File: src/rtl/cc_branch_seq.sv
module cc_branch_seq #(
  parameter int PC_W       = 8,
  parameter int DEPTH      = 4,
  parameter int EXEC_LIMIT = 65536
) (
  input  logic              clk,
  input  logic              rst_n,
  input  logic              start,
  input  logic              issue,
  input  logic [2:0]        flow_op,
  input  logic [2:0]        cond_test,
  input  logic [7:0]        cond_swz,
  input  logic [PC_W-1:0]   tgt_imm,
  input  logic              tgt_from_addr,
  input  logic [1:0]        addr_sel,
  input  logic [4*PC_W-1:0] addr_lanes,
  input  logic              cc_upd,
  input  logic [7:0]        res_cc,
  input  logic [3:0]        wmask,
  input  logic              cmask_en,
  output logic [PC_W-1:0]   pc,
  output logic [3:0]        lane_en,
  output logic              running,
  output logic              err_stack,
  output logic              err_limit
);
  localparam int DW = $clog2(DEPTH + 1);
  localparam int SW = (DEPTH > 1) ? $clog2(DEPTH) : 1;
  localparam int CW = $clog2(EXEC_LIMIT + 1);
  localparam logic [2:0] OP_BRA = 3'd1, OP_CAL = 3'd2, OP_RET = 3'd3, OP_HLT = 3'd4;
  localparam logic [1:0] C_LT = 2'b00, C_EQ = 2'b01, C_GT = 2'b10;

  logic [7:0]      cc_q;
  logic [DW-1:0]   depth;
  logic [CW-1:0]   cnt;
  logic [PC_W-1:0] stk [DEPTH];
  logic [3:0]      lane_pass;

  function automatic logic tpass(input logic [2:0] t, input logic [1:0] c);
    case (t)
      3'd0: tpass = 1'b1;
      3'd1: tpass = 1'b0;
      3'd2: tpass = (c == C_EQ);
      3'd3: tpass = (c != C_EQ);
      3'd4: tpass = (c == C_LT);
      3'd5: tpass = (c == C_LT) || (c == C_EQ);
      3'd6: tpass = (c == C_GT);
      default: tpass = (c == C_GT) || (c == C_EQ);
    endcase
  endfunction

  always_comb begin
    for (int i = 0; i < 4; i++)
      lane_pass[i] = tpass(cond_test, cc_q[{cond_swz[2*i +: 2], 1'b0} +: 2]);
  end

  assign lane_en = wmask & (cmask_en ? lane_pass : 4'hF);

  wire             take     = |lane_pass;
  wire             exec     = issue && running && !start;
  wire [PC_W-1:0]  pc_inc   = pc + 1'b1;
  wire [PC_W-1:0]  target   = tgt_from_addr ? addr_lanes[addr_sel*PC_W +: PC_W] : tgt_imm;
  wire [DW-1:0]    depth_m1 = depth - 1'b1;
  wire             do_cal   = exec && flow_op == OP_CAL && take;
  wire             do_ret   = exec && flow_op == OP_RET && take;
  wire             ovf      = do_cal && depth == DW'(DEPTH);
  wire             unf      = do_ret && depth == '0;
  wire             cnt_hit  = exec && cnt == CW'(EXEC_LIMIT - 1);

  always_ff @(posedge clk or negedge rst_n) begin
    if (!rst_n) begin
      pc <= '0; cc_q <= 8'b01010101; depth <= '0; cnt <= '0;
      running <= 1'b0; err_stack <= 1'b0; err_limit <= 1'b0;
    end else if (start) begin
      pc <= '0; cc_q <= 8'b01010101; depth <= '0; cnt <= '0;
      running <= 1'b1; err_stack <= 1'b0; err_limit <= 1'b0;
    end else if (exec) begin
      cnt <= cnt + 1'b1;
      if (cc_upd) cc_q <= res_cc;
      if (ovf || unf) begin
        err_stack <= 1'b1;
        running   <= 1'b0;
      end else if (flow_op == OP_HLT) begin
        running <= 1'b0;
      end else if (do_cal) begin
        stk[depth[SW-1:0]] <= pc_inc;
        depth <= depth + 1'b1;
        pc    <= target;
      end else if (do_ret) begin
        pc    <= stk[depth_m1[SW-1:0]];
        depth <= depth_m1;
      end else if (flow_op == OP_BRA && take) begin
        pc <= target;
      end else begin
        pc <= pc_inc;
      end
      if (cnt_hit) begin
        err_limit <= 1'b1;
        running   <= 1'b0;
      end
    end
  end


  depth_bound_chk: assert property (@(posedge clk) disable iff (!rst_n) depth <= DW'(DEPTH));

  err_stop_chk: assert property (@(posedge clk) disable iff (!rst_n) (err_stack || err_limit) |-> !running);

  cc_hold_chk: assert property (@(posedge clk) disable iff (!rst_n)
    (!start && !(exec && cc_upd)) |=> $stable(cc_q));

  idle_pc_chk: assert property (@(posedge clk) disable iff (!rst_n) (!running && !start) |=> $stable(pc));

  lane_sub_chk: assert property (@(posedge clk) disable iff (!rst_n) (lane_en & ~wmask) == 4'b0);

  cnt_bound_chk: assert property (@(posedge clk) disable iff (!rst_n) cnt <= CW'(EXEC_LIMIT));
endmodule

File: config.mk
export PLATFORM = sky130hd
export DESIGN_NAME = cc_branch_seq
export DESIGN_NICKNAME = d
export VERILOG_FILES = /design/src/rtl/cc_branch_seq.sv
export SDC_FILE = /design/constraint.sdc
export NUM_CORES = 1
export LEC_CHECK = 0
export ABC_AREA = 1
export ABC_CLOCK_PERIOD_IN_PS = 2880
export BUFFER_PORTS_ARGS = -buffer_cell sky130_fd_sc_hd__buf_2
export CAP_MARGIN = 20
export CORE_MARGIN = 2
export CORE_UTILIZATION = 52
export CTS_BUF_LIST = sky130_fd_sc_hd__clkbuf_4
export CTS_CLUSTER_DIAMETER = 150
export DETAILED_ROUTE_END_ITERATION = 10
export PLACE_DENSITY = 0.79
export SYNTH_ARGS = -nofsm -noshare
export SYNTH_HDL_FRONTEND = slang
export SYNTH_SLANG_ARGS = --single-unit
File: constraint.sdc
create_clock -name clk -period 2.88 [get_ports clk]
set_input_delay 0.144 -clock clk [delete_from_list [all_inputs] [get_ports clk]]
set_output_delay 0.144 -clock clk [all_outputs]
set_load 0.005 [all_outputs]
-- After elaboration in Yosys (flattened, before gate mapping)
Memories as Yosys holds them, arrays and structs flattened.
Index checks and enable logic that the tools add are counted.
- output and inout port bits: 15
- bits in registers: 39
- memories: 1
- input bits: 75
- logic and storage cells: 125
- memory bits (writable): 32
- memory list (memory ; depth ; bits a word ; read ports ; clocked after memory_dff ; wr ports ; line ; text):
    stk ; 4 ; 8 ; 1 ; 0 ; 1 ; 36 ; logic [PC_W-1:0] stk [DEPTH];
- reductions and logical operators: 40
- mux-type cells: 41
- $add $sub $neg: 4
- equality and inequality tests: 26
- bitwise gates (word level): 1
- shift operators: 5
- operator list (kind ; number):
    $mux W8 ; 11
    $mux W17 ; 2
    $shiftx A32 B6 Y8 ; 1
    $shiftx A8 B4 Y2 ; 4
    $pmux W1 S7 ; 4
    $mux W3 ; 6
    $add A17 B1 Y17 const B ; 1
    $eq A17 B16 Y1 const B ; 1
    $mux W1 ; 17
    $eq A3 B3 Y1 const B ; 5
    $eq A3 B2 Y1 const B ; 4
    $logic_and A1 B1 Y1 ; 11
    $logic_or A1 B1 Y1 ; 9
    $add A8 B1 Y8 const B ; 1
    $eq A2 B1 Y1 const B ; 4
    $eq A2 B2 Y1 const B ; 4
    $logic_not A2 Y1 ; 4
    $ne A2 B1 Y1 const B ; 4
    $reduce_and A2 Y1 ; 4
    $reduce_bool A2 Y1 ; 4
    $eq A3 B1 Y1 const B ; 2
    $logic_not A3 Y1 ; 2
    $and A4 B4 Y4 ; 1
    $mux W4 ; 1
    other kinds (9) ; 10

-- Logic depth before layout (Yosys ltp)
Gate-level depths: netlist (run 1).
- depth in word-level cells: 13
- depth in mapped cells: 20
- mapped depth without buffers: 19

-- Least setup slack after synthesis (run 1)
OpenSTA, ideal clock, no wires.
- path type: reg2reg
- start point: reg depth[0]
- end point: mem stk[3][0] (enable)
- period minus slack after synthesis: 2.803 ns
- required time: 2.495 ns
- arrival time: 2.417 ns
- slack: 0.077 ns
- library setup time: 0.385 ns
- cell stages (with the launch flop): 10
- buffers on the path: 2
- cells stage by stage: dfrtp_1 clkbuf_1 clkinv_1 clkbuf_1 ha_1 inv_1 nor2_1 nand3_2 nand3_1 nor3b_1
- word-level cells in the longest chain between the ends: 8
- elaborated cells between the ends (all ways): 10
- classes of those cells: eq/ne: 1; mux: 4; reduce/logical: 5
- ends and longest elaborated chain (element ; line ; text):
    from (decl) ; 34 ; logic [DW-1:0] depth;
    from (signal assigned) ; 87 ; depth <= depth + 1'b1;
    from (signal assigned) ; 91 ; depth <= depth_m1;
    $eq A3 B3 Y1 or $logic_not A3 Y1 (tied branches) ; 66, 67 ;
    $logic_and A1 B1 Y1, on equally long branches ; 66, 67 ;
    $logic_or A1 B1 Y1 ; 80 ; if (ovf || unf) begin
    $mux W1 ; 80 ;
    $mux W1 ; 77 ; end else if (exec) begin
    $mux W1 ; 74 ; end else if (start) begin
    $logic_and A1 B1 Y1 (not written as such) ; 86 ; stk[depth[SW-1:0]] <= pc_inc;
    $mux W1 (not written as such) ; 86 ;
    to (decl) ; 36 ;
Parallel ways exist; a longest one is shown, timed or not.

-- Worst setup path in the final report (run 1)
- start point: reg cc_q[0]
- end point: mem stk[1][1] (enable)
- word-level cells in the longest chain between the ends: 13
- elaborated cells between the ends (all ways): 45
- classes of those cells: eq/ne: 12; shift: 4; mux: 10; reduce/logical: 19
- ends and longest elaborated chain (element ; line ; text):
    from (decl) ; 33 ; logic [7:0] cc_q;
    from (signal assigned) ; 79 ; if (cc_upd) cc_q <= res_cc;
    $shiftx A8 B4 Y2 ; 54 ; lane_pass[i] = tpass(cond_test, cc_q[{cond_swz[2*i +: 2], 1'b0} +: 2]);
    $eq A2 B2 Y1 (tied with other cells) ; 47, 48 ;
    $logic_or A1 B1 Y1, on equally long branches ; 48, 46 ;
    $pmux W1 S7 ; 40 ; case (t)
    $reduce_or A4 Y1 * ; 59 ; wire take = |lane_pass;
    $logic_and A1 B1 Y1, on equally long branches ; 64, 65 ;
    $mux W1 (tied with other cells) ; 85 ; end else if (do_cal) begin
    $mux W1 or $logic_or A1 B1 Y1 (tied branches) ; 83, 80 ;
    $mux W1 * ; 80 ;
    $mux W1 * ; 77 ;
    $mux W1 * ; 74 ;
    $logic_and A1 B1 Y1 (not written as such) * ; 86 ;
    $mux W1 (not written as such) * ; 86 ;
Mark *: on every way between the ends. The rest lies on a longest branch, timed or not.

==> metrics.txt, run 1 <==
Post-DRT Antenna Nets=0; highest cell delay on the worst timing path=~0.60 ns; Placed Cells=840; Critical Path RT=3.04 ns; die height=98.9 um; Post-Layout Inst Area=approximately 5500 um^2; R2R depth=15; Synth async-reset ratio=0.549; final setup fails=0; routed vias=about 5,000; vias per cell=between 5 and 6; Die Width=~99 um; Hold Violations, Final=0; Initial DRT Pass Iterations=5; worst reg2reg path startpoint=cc_q[0]; Hold Crit Depth=4; CTS tree=yes; slowest CP cell=dfstp_2; fmax=0.387 GHz; Fill cells=about 760; arrival time at the worst endpoint=2.74 ns; Tightest Pin Transition=0.697 ns; die footprint=a little under 10,000 um^2; period utilisation layout=0.898; All-Layer GR Usage=0.271; gr ovfl total=0; fraction of the yosys area taken by sequential cells=0.414; area delta synth->final=18.2%; Routed WL per cell=about 15 um; Detailed Place HPWL=roughly 9700 um; syn_area_per_cell=between 7 and 8 um^2; RSZ-0062 raised after global routing=false; final setup TNS=0 ns; root buf cell=clkbuf_4; initial antenna violation count=1; postcts setup bufs=0; final-report max-slew violation count=0; Distinct cells, synth=38; post-route insts no fill=a little under 900; Synth Warn #=0; Mapped Area=approximately 4700 um^2; layout cells sized above 1=0.189; commonest non-fill, non-tap cell in the layout=nand2_1; TritonCTS buffer count=9; Top cell by count, worst path=nand2_1; Worst Setup Path Type=register to register; # DRC=0; IO Pins=90; Hold Path Sink=cnt[1]; peak supply drop=around 0.37 mV; Final nets=836; 1st-iter DRT viols=around 460; port bufs=89; clk_lat worst skew=roughly 0.43 ns; Power Dens Cells=465 nW/um^2; reg-to-reg endpoint=stk[1][1]; first-pass GRT wire length=between 20,000 and 25,000 um; WHS=around 0.079 ns; CP max FO=11; most frequent cells in the layout=nand2_1, buf_2, nand3_1, inv_1, nor2_1; Leak Pwr=roughly 2.8 nW; pin count of the biggest net entering global routing=40; clk buf depth=2; CP startpoint kind=register; final RePlAce weighted congestion=just under 0.9; minimum clock period=around 2.6 ns; total of max-cap violations=0; Cell Chain, Critical Path=nand2_1 -> nand3_1 -> nand2_1 -> nand2_1 -> nand2_1 -> nand2_1 -> nand2_1 -> nand3_1 -> nor2_1 -> nand2_2 -> nand2_2 -> inv_2 -> nand3_2 -> nor3b_1 -> buf_4; HP Class=primary input to register; num rows=34; utilization after layout=0.635; Core ar.=8720 um^2; slew margin rel.=0.531; Post-synth EDFFs=32; clk sinks=about 70; post-synthesis net count=between 700 and 800; Initial Util=0.537; drt total wl=12,800 um; #FFs+latches synth=around 70; R2R Setup Slk=around 0.29 ns; clk slew on worst S/H paths=0.13 ns; status=finished clean; hold path start=issue; post-place instance area=about 5300 um^2; Post-synth top flop=dfrtp_1; Setup Skew=0.0210 ns; vias in the first global route=4,632; Gate Count Post-Synth=around 650; Critical Path Sink Type=register; H-tree depth=3
[registers in the layout, indices dropped and copies added (netlist names)]
name and count:
stk 32, cnt 17, cc_q 8, pc 8
depth 3, err_limit 1, err_stack 1, running 1
[through the flow]
step | power [W] | setup slack [ns]
finish | 0.00258 | 0.293
global route | 0.00272 | 0.00203
CTS | 0.00257 | 0.257
detailed placement | 0.00181 | 0.304
global placement | 0.00180 | 0.389
floorplan | 0.00160 | 0.0773
[power by group]
group          switching, W  internal (W)  total [W]
combinational      0.000407      0.000260   0.000667
sequential        0.0000487       0.00110    0.00115
clock              0.000394      0.000361   0.000755
total              0.000849       0.00173    0.00258
[critical path, delay by kind of cell (launching register included)]
family,cells,cell delay (ns)
buffers and inverters,2,0.41
DFF,1,0.60
and+or+nand+nor,13,1.31
[layer usage]
metal | share of wire | track usage | wire [um] | vias to the layer above
met5 | 0 | 0 | 0 | -
met4 | 0.023 | 0.105 | 294 | 0
met3 | 0.078 | 0.0468 | 996 | 23
met2 | 0.47 | 0.450 | 6030 | 224
met1 | 0.43 | 0.353 | 5450 | 2286
li1 | - | - | - | 2360
[cells in the mapped netlist, types with 2 or more instances]
library cell  instances  area [um^2]
o21ai_1               3         15.0
a32o_1               15          150
ha_1                  8          100
buf_4                 3         22.5
inv_2                 6         22.5
edfxtp_1             32          961
dfstp_2               4          105
o21a_1                2         15.0
xor2_1                7         61.3
o22a_1                2         17.5
a22o_1                4         35.0
nor4_1                2         12.5
nor2_1               41          154
inv_1                65          244
nor3_1               13         65.1
nand2_2               5         31.3
buf_6                 2         22.5
o221a_2               2         22.5
nand2_1             229          860
dfrtp_1              35          876
buf_1                 2         7.51
clkbuf_1             10         37.5
nand3_2               2         20.0
nor2_2                3         18.8
nand3b_1              3         22.5
nand3_1              77          385
o22ai_1               2         12.5
nor3b_1               3         22.5
o21ai_0              29          145
a21oi_1              30          150
[repair_timing]
action | CTS | global route
endpoints found under the hold margin | 44 | 0
setup endpoints to repair | 0 | 16
gates resized for setup | 0 | 1
hold buffers | 10 | 0
[cells by family after synthesis]
logic type,Yosys count,synth area share
simple gates,382,0.350
compound gates,90,0.121
buf+inv,90,0.0779
flops,71,0.414
xor+xnor,8,0.0149
fa+ha+maj,8,0.0214
[worst max path at each step]
stage | start | to | slack, ns | depth (start not counted)
after floorplan | depth[0] | stk[3][0] | 0.08 | 9
after global placement | cc_q[6] | stk[3][0] | 0.39 | 15
after detailed placement | cc_q[0] | stk[2][0] | 0.30 | 15
after CTS | cc_q[0] | stk[1][1] | 0.26 | 15
after global routing | cc_q[4] | depth[0] | 0.002 | 18
final | cc_q[0] | stk[1][1] | 0.29 | 15
[layout make-up]
class                   instances  area (um^2)  area share
clock inverters                 7          101      0.0183
repair buffers                111          636       0.115
inverters                      72          270      0.0488
well taps                     108          135      0.0244
diodes                          1         2.50    0.000452
clock buffers                   9         67.6      0.0122
multi-input cells             488         2380       0.431
flip-flops and latches         71         1940       0.351
Power figures use the tool's default switching activity.
==> inputs of run 2 (changes only) <==
ABC_CLOCK_PERIOD_IN_PS = default   (was 2880)
CORE_MARGIN = default   (was 2)
CORE_UTILIZATION = 58   (was 52)
PLACE_DENSITY = 0.83   (was 0.79)
clock period = 2.65 ns   (was 2.88 ns; I/O delays follow)
==> metrics.txt, run 2 (synthesized netlist as in run 1, its figures left out) <==
period utilisation layout=0.964 (+0.0660); drt total wl=13,400 um (+4.7%); clk slew on worst S/H paths=0.11 ns (-0.02 ns); fmax=0.391 GHz (+1.2%); minimum clock period=2.55 ns (-0.0317 ns); utilization after layout=0.727 (+0.0918); final setup fails=0 (unchanged); Inserted Diodes=0 (-1); die height=91.9 um (-7.1%); slew margin rel.=0.480 (-0.0513); HP Class=primary input to register; clk buf depth=2 (unchanged); GRT met1 Usage=0.412 (+0.0587); clk_lat worst skew=0.43 ns (about the same); Initial Util=0.603 (+0.0660); IO Pins=90 (unchanged); All-Layer GR Usage=0.332 (+0.0615); highest cell delay on the worst timing path=0.61 ns (about the same); met3 Use GR=0.0564 (+0.00958); CP max FO=8 (-3); sw power=0.000946 W (+11%); first-pass GRT wire length=21,800 um (+2.2%); peak supply drop=0.328 mV (-12%); gr ovfl total=0 (unchanged); Flop pwr share=0.456 (+0.008); routed vias=4,920 (+0.55%); Initial DRT Pass Iterations=5 (unchanged); CTS tree=yes; clk sinks=71 (unchanged); area delta synth->final=20.5%; die footprint=8440 um^2 (-14%); Detailed Place HPWL=9800 um (+1.1%); TritonCTS buffer count=9 (unchanged); most frequent cells in the layout=nand2_1, buf_2, nand3_1, inv_1, nor2_1; final-report max-slew violation count=0 (unchanged); worst path buffer plus inverter count=3 (+1); GR Util met2=0.567 (+0.116); switching share of power=0.344 (+0.0141); slowest CP cell=nor4_1; Final nets=843 (+0.84%); Power Dens Cells=487 nW/um^2 (+4.8%); Core ar.=7770 um^2 (-11%); Leak Pwr=2.91 nW (+2.2%); Placed Cells=841 (+0.12%); Critical Path RT=2.79 ns (-0.25 ns); num rows=32 (-5.9%); Worst Setup Path Type=register to register; layout cells sized above 1=0.205 (+0.0166); pin count of the biggest net entering global routing=40 (unchanged); # DRC=0 (unchanged); Tightest Pin Transition=0.773 ns (+0.0763 ns); Power Total=0.00275 W (+6.8%); Gate power share=0.284 (+0.025); vias in the first global route=4,783 (+3.3%); total of max-cap violations=0 (unchanged); Setup Skew=0.0196 ns (-0.00147 ns); 1st-iter DRT viols=348 (-24%); vias per cell=5.67 (+0.55%); crit-path leading delay family=simple AND/OR/NAND/NOR gates; Critical Path Sink Type=register; Routed WL per cell=15.4 um (+4.7%); max reg flops=32 (unchanged); arrival time at the worst endpoint=2.69 ns (-0.05 ns); internal power=0.00180 W (+4.5%); GRT busiest layer=met2; Cell Chain, Critical Path=nand2_2 -> nor2_1 -> inv_1 -> nor4_1 -> nand2_2 -> inv_2 -> nand3_4 -> nor3b_4 -> buf_6; final setup margin=0.0952 ns (-0.198 ns); initial antenna violation count=0 (-1); H-tree depth=3 (unchanged); Clk network pwr share=0.260 (-0.033); commonest non-fill, non-tap cell in the layout=nand2_1; post-route insts no fill=867 (unchanged); CP startpoint kind=register; Top cell by count, worst path=nand2_2; Post-DRT Antenna Nets=0 (unchanged); Hold Violations, Final=0 (unchanged); Placement Setup Slack=0.118 ns (-0.186 ns); Die Width=91.9 um (-7.1%); root buf cell=clkbuf_4; status=finished clean; port bufs=89 (unchanged); final RePlAce weighted congestion=0.907 (+3.7%)
## run 2: cell types whose count changed in the layout (fill, tap and decap cells not counted), sizes merged
cell and delta:
buf +8, clkinv +4, clkinvlp -2, inv -2
bufinv -1, clkbuf +1, diode -1, dlygate4sd3 -1
## run 2: path summary, 6_finish.rpt
kind | start | end | slack, ns | cells past startpoint
min in group asynchronous | rst_n | pc[7] | 0.43 | 3
max in group asynchronous | rst_n | cc_q[2] | 1.86 | 3
worst min-delay path | start | cnt[1] | 0.06 | 4
worst min register to register | err_limit | err_limit | 0.52 | 2
worst max register to register | running | stk[2][3] | 0.1 | 9
worst max-delay path | running | stk[2][3] | 0.1 | 9
## run 2: cell type report
cell class                 count  area, um^2
sequential                    71        1940
multi-input combinational    488        2460
timing repair buffer         118         704
fill                         617        2120
clock inverter                 6        70.1
inverter                      72         270
tap                          102         128
clock buffer                  10        75.1
## run 2: worst register-to-register path, stage by stage, from the launching register on
cell	delay (ns)
dfrtp_1	0.42
nand2_2	0.07
nor2_1	0.26
inv_1	0.15
nor4_1	0.61
nand2_2	0.14
inv_2	0.12
nand3_4	0.11
nor3b_4	0.23
buf_6	0.16
## run 2: power by group through the flow
| stage | registers (W) | clock network [W] | logic, W |
|---|---|---|---|
| final | 0.00125 | 0.000716 | 0.000780 |
| after global routing | 0.00126 | 0.000765 | 0.000867 |
| after CTS | 0.00125 | 0.000712 | 0.000737 |
| after detailed placement | 0.00127 | 0 | 0.000718 |
| after global placement | 0.00127 | 0 | 0.000694 |
| after floorplan | 0.00126 | 0 | 0.000478 |
## run 2: timing repair
action	4_1_cts	5_1_grt
gates resized for setup	0	19
buffers inserted	0	1
hold buffers	9	0
endpoints found under the hold margin	43	0
endpoints found under the setup margin	0	42
## run 2: stage by stage
| step | TNS (ns) | hold WS [ns] | cell area (um^2) |
|---|---|---|---|
| 2_1_floorplan | -4.23 | -0.163 | 4690 |
| 3_3_place_gp | 0 | 0.301 | 5310 |
| 3_5_place_dp | 0 | 0.315 | 5310 |
| 4_1_cts | 0 | 0.0426 | 5540 |
| 5_1_grt | -0.0538 | 0.0729 | 5650 |
| 6_report | 0 | 0.0567 | 5650 |
## run 2: layer usage
metal / part of all wire / vias to the layer above
li1: - / 2381
met1: 0.41 / 2283
met2: 0.50 / 209
met3: 0.058 / 47
met4: 0.034 / 0
met5: 0 / -
==> inputs of run 3 (changes only) <==
CORE_UTILIZATION = 52   (was 58)
PLACE_DENSITY = 0.79   (was 0.83)
REMOVE_ABC_BUFFERS = 1   (was default)
clock period = 2.1 ns   (was 2.65 ns; I/O delays follow)
==> metrics.txt, run 3 (synthesized netlist as in run 1, its figures left out) <==
area delta synth->final=30.2%; vias per cell=5.55 (-2.2%); layout cells sized above 1=0.275 (+0.0697); Top cell by count, worst path=nand2_1; initial antenna violation count=0 (unchanged); slowest CP cell=dfstp_2; status=finished with violations; port bufs=89 (unchanged); arrival time at the worst endpoint=2.69 ns (about the same); clk slew on worst S/H paths=0.14 ns (+0.03 ns); root buf cell=clkbuf_4; peak supply drop=0.345 mV (+5.0%); crit-path leading delay family=simple AND/OR/NAND/NOR gates; fmax=0.395 GHz (+0.82%); vias in the first global route=4,642 (-2.9%); TritonCTS buffer count=9 (unchanged); minimum clock period=2.53 ns (-0.0208 ns); Core ar.=8720 um^2 (+12%); Cell Chain, Critical Path=buf_6 -> nand2_4 -> nand2_2 -> nand2_1 -> nand2_1 -> buf_4 -> nand3_1 -> nand2_1 -> nor2_1 -> nand3_1 -> nor2_2 -> nand2_4 -> nand2_2 -> inv_2 -> nand3_4 -> nor3b_2 -> buf_6; die height=96.9 um (+5.5%); IO Pins=90 (unchanged); CTS tree=yes; 1st-iter DRT viols=290 (-17%); total of max-cap violations=0 (unchanged); Tightest Pin Transition=0.608 ns (-0.166 ns); post-route insts no fill=901 (+3.9%); failing checks=negative setup slack; hold path start=issue; Multi-input gate area=2620 um^2 (+6.8%); pin count of the biggest net entering global routing=40 (unchanged); worst reg2reg path startpoint=cc_q[6]; clk buf depth=2 (unchanged); Detailed Place HPWL=8890 um (-9.3%); Die Width=96.9 um (+5.5%); Initial Util=0.537 (-0.0660); storage element area=1940 um^2 (unchanged); Worst Setup Path Type=register to register; Power Total=0.00384 W (+40%); worst path buffer plus inverter count=4 (+1); CP max FO=8 (unchanged); Hold Violations, Final=0 (unchanged); first-pass GRT wire length=20,900 um (-4.2%); period utilisation layout=1.21 (+0.243); highest cell delay on the worst timing path=0.61 ns (about the same); Critical Path Sink Type=register; utilization after layout=0.700 (-0.0270); Power Dens Cells=629 nW/um^2 (+29%); Inserted Diodes=0 (unchanged); final setup fails=49 (+49); final setup margin=-0.434 ns (-0.529 ns); num rows=34 (+6.3%); Routed WL per cell=14.6 um (-5.3%); WHS=0.107 ns (+0.0503 ns); H-tree depth=3 (unchanged); routed vias=5,000 (+1.6%); CP Launch Point=cc_q[6]; die footprint=9400 um^2 (+11%); Setup Skew=0.0206 ns (+0.00105 ns); Placed Cells=861 (+2.4%); CP startpoint kind=register; drt total wl=13,200 um (-1.6%); final-report max-slew violation count=0 (unchanged); max reg flops=32 (unchanged); final RePlAce weighted congestion=0.955 (+5.3%); commonest non-fill, non-tap cell in the layout=nand2_1; Critical Path RT=2.26 ns (-0.53 ns); most frequent cells in the layout=nand2_1, buf_2, nand3_1, inv_1; gr ovfl total=0 (unchanged); clk_lat worst skew=0.44 ns (about the same); final setup TNS=-17.73 ns (-17.73 ns); All-Layer GR Usage=0.272 (-0.0596); Final nets=871 (+3.3%); Leak Pwr=3.12 nW (+7.1%); HP Class=primary input to register; slew margin rel.=0.592 (+0.112); Post-DRT Antenna Nets=0 (unchanged); Initial DRT Pass Iterations=7 (+2); Fill cells=656 (+6.3%); RSZ-0062 raised after global routing=true; clk sinks=71 (unchanged); # DRC=0 (unchanged)
run 3: path summary, 6_finish.rpt:
kind                                  end  slack [ns]  cells past startpoint
max in group asynchronous         cc_q[0]        1.38                      3
worst max register to register  stk[1][7]       -0.43                     17
min in group asynchronous           pc[4]        0.30                      3
worst max-delay path            stk[1][7]       -0.43                     17
worst min-delay path               cnt[2]        0.11                      5
worst min register to register  err_limit        0.53                      2
run 3: cell type report:
type	count	share of cell area
multi-input cells	490	0.430
flip-flops and latches	71	0.318
repair buffers	144	0.154
inverters	72	0.0443
well taps	108	0.0221
clock inverters	7	0.0205
clock buffers	9	0.0111
run 3: power breakdown:
| group | switching (W) | internal, W | leakage [nW] |
|---|---|---|---|
| clock | 0.000551 | 0.000619 | 0.102 |
| combinational | 0.000642 | 0.000439 | 2.20 |
| sequential | 0.0000719 | 0.00151 | 0.811 |
run 3: worst reg2reg max path, cell delays in order (launching register included):
cell	delay, ns
dfstp_2	0.61
buf_6	0.12
nand2_4	0.04
nand2_2	0.06
nand2_1	0.05
nand2_1	0.08
buf_4	0.11
nand3_1	0.05
nand2_1	0.08
nor2_1	0.04
nand3_1	0.10
nor2_2	0.07
nand2_4	0.11
nand2_2	0.09
inv_2	0.09
nand3_4	0.12
nor3b_2	0.25
buf_6	0.17
run 3: metal layers:
metal  track usage  wire [um]
met5             0          0
met4         0.109        313
met3        0.0549        788
met2         0.456       6570
met1         0.345       5480
run 3: timing repair:
action,CTS,global route
setup buffers,6,9
hold buffers,10,0
pin swaps,4,11
endpoints found under the hold margin,44,0
setup endpoints to repair,49,51
resized for setup,28,50
cloned,1,1
run 3: per-stage QoR:
| step | cell area (um^2) | worst slack (ns) |
|---|---|---|
| finish | 6100 | -0.434 |
| global route | 6100 | -0.554 |
| CTS | 5850 | -0.244 |
| detailed placement | 5420 | -0.361 |
| global placement | 5420 | -0.232 |
| floorplan | 4590 | -0.758 |
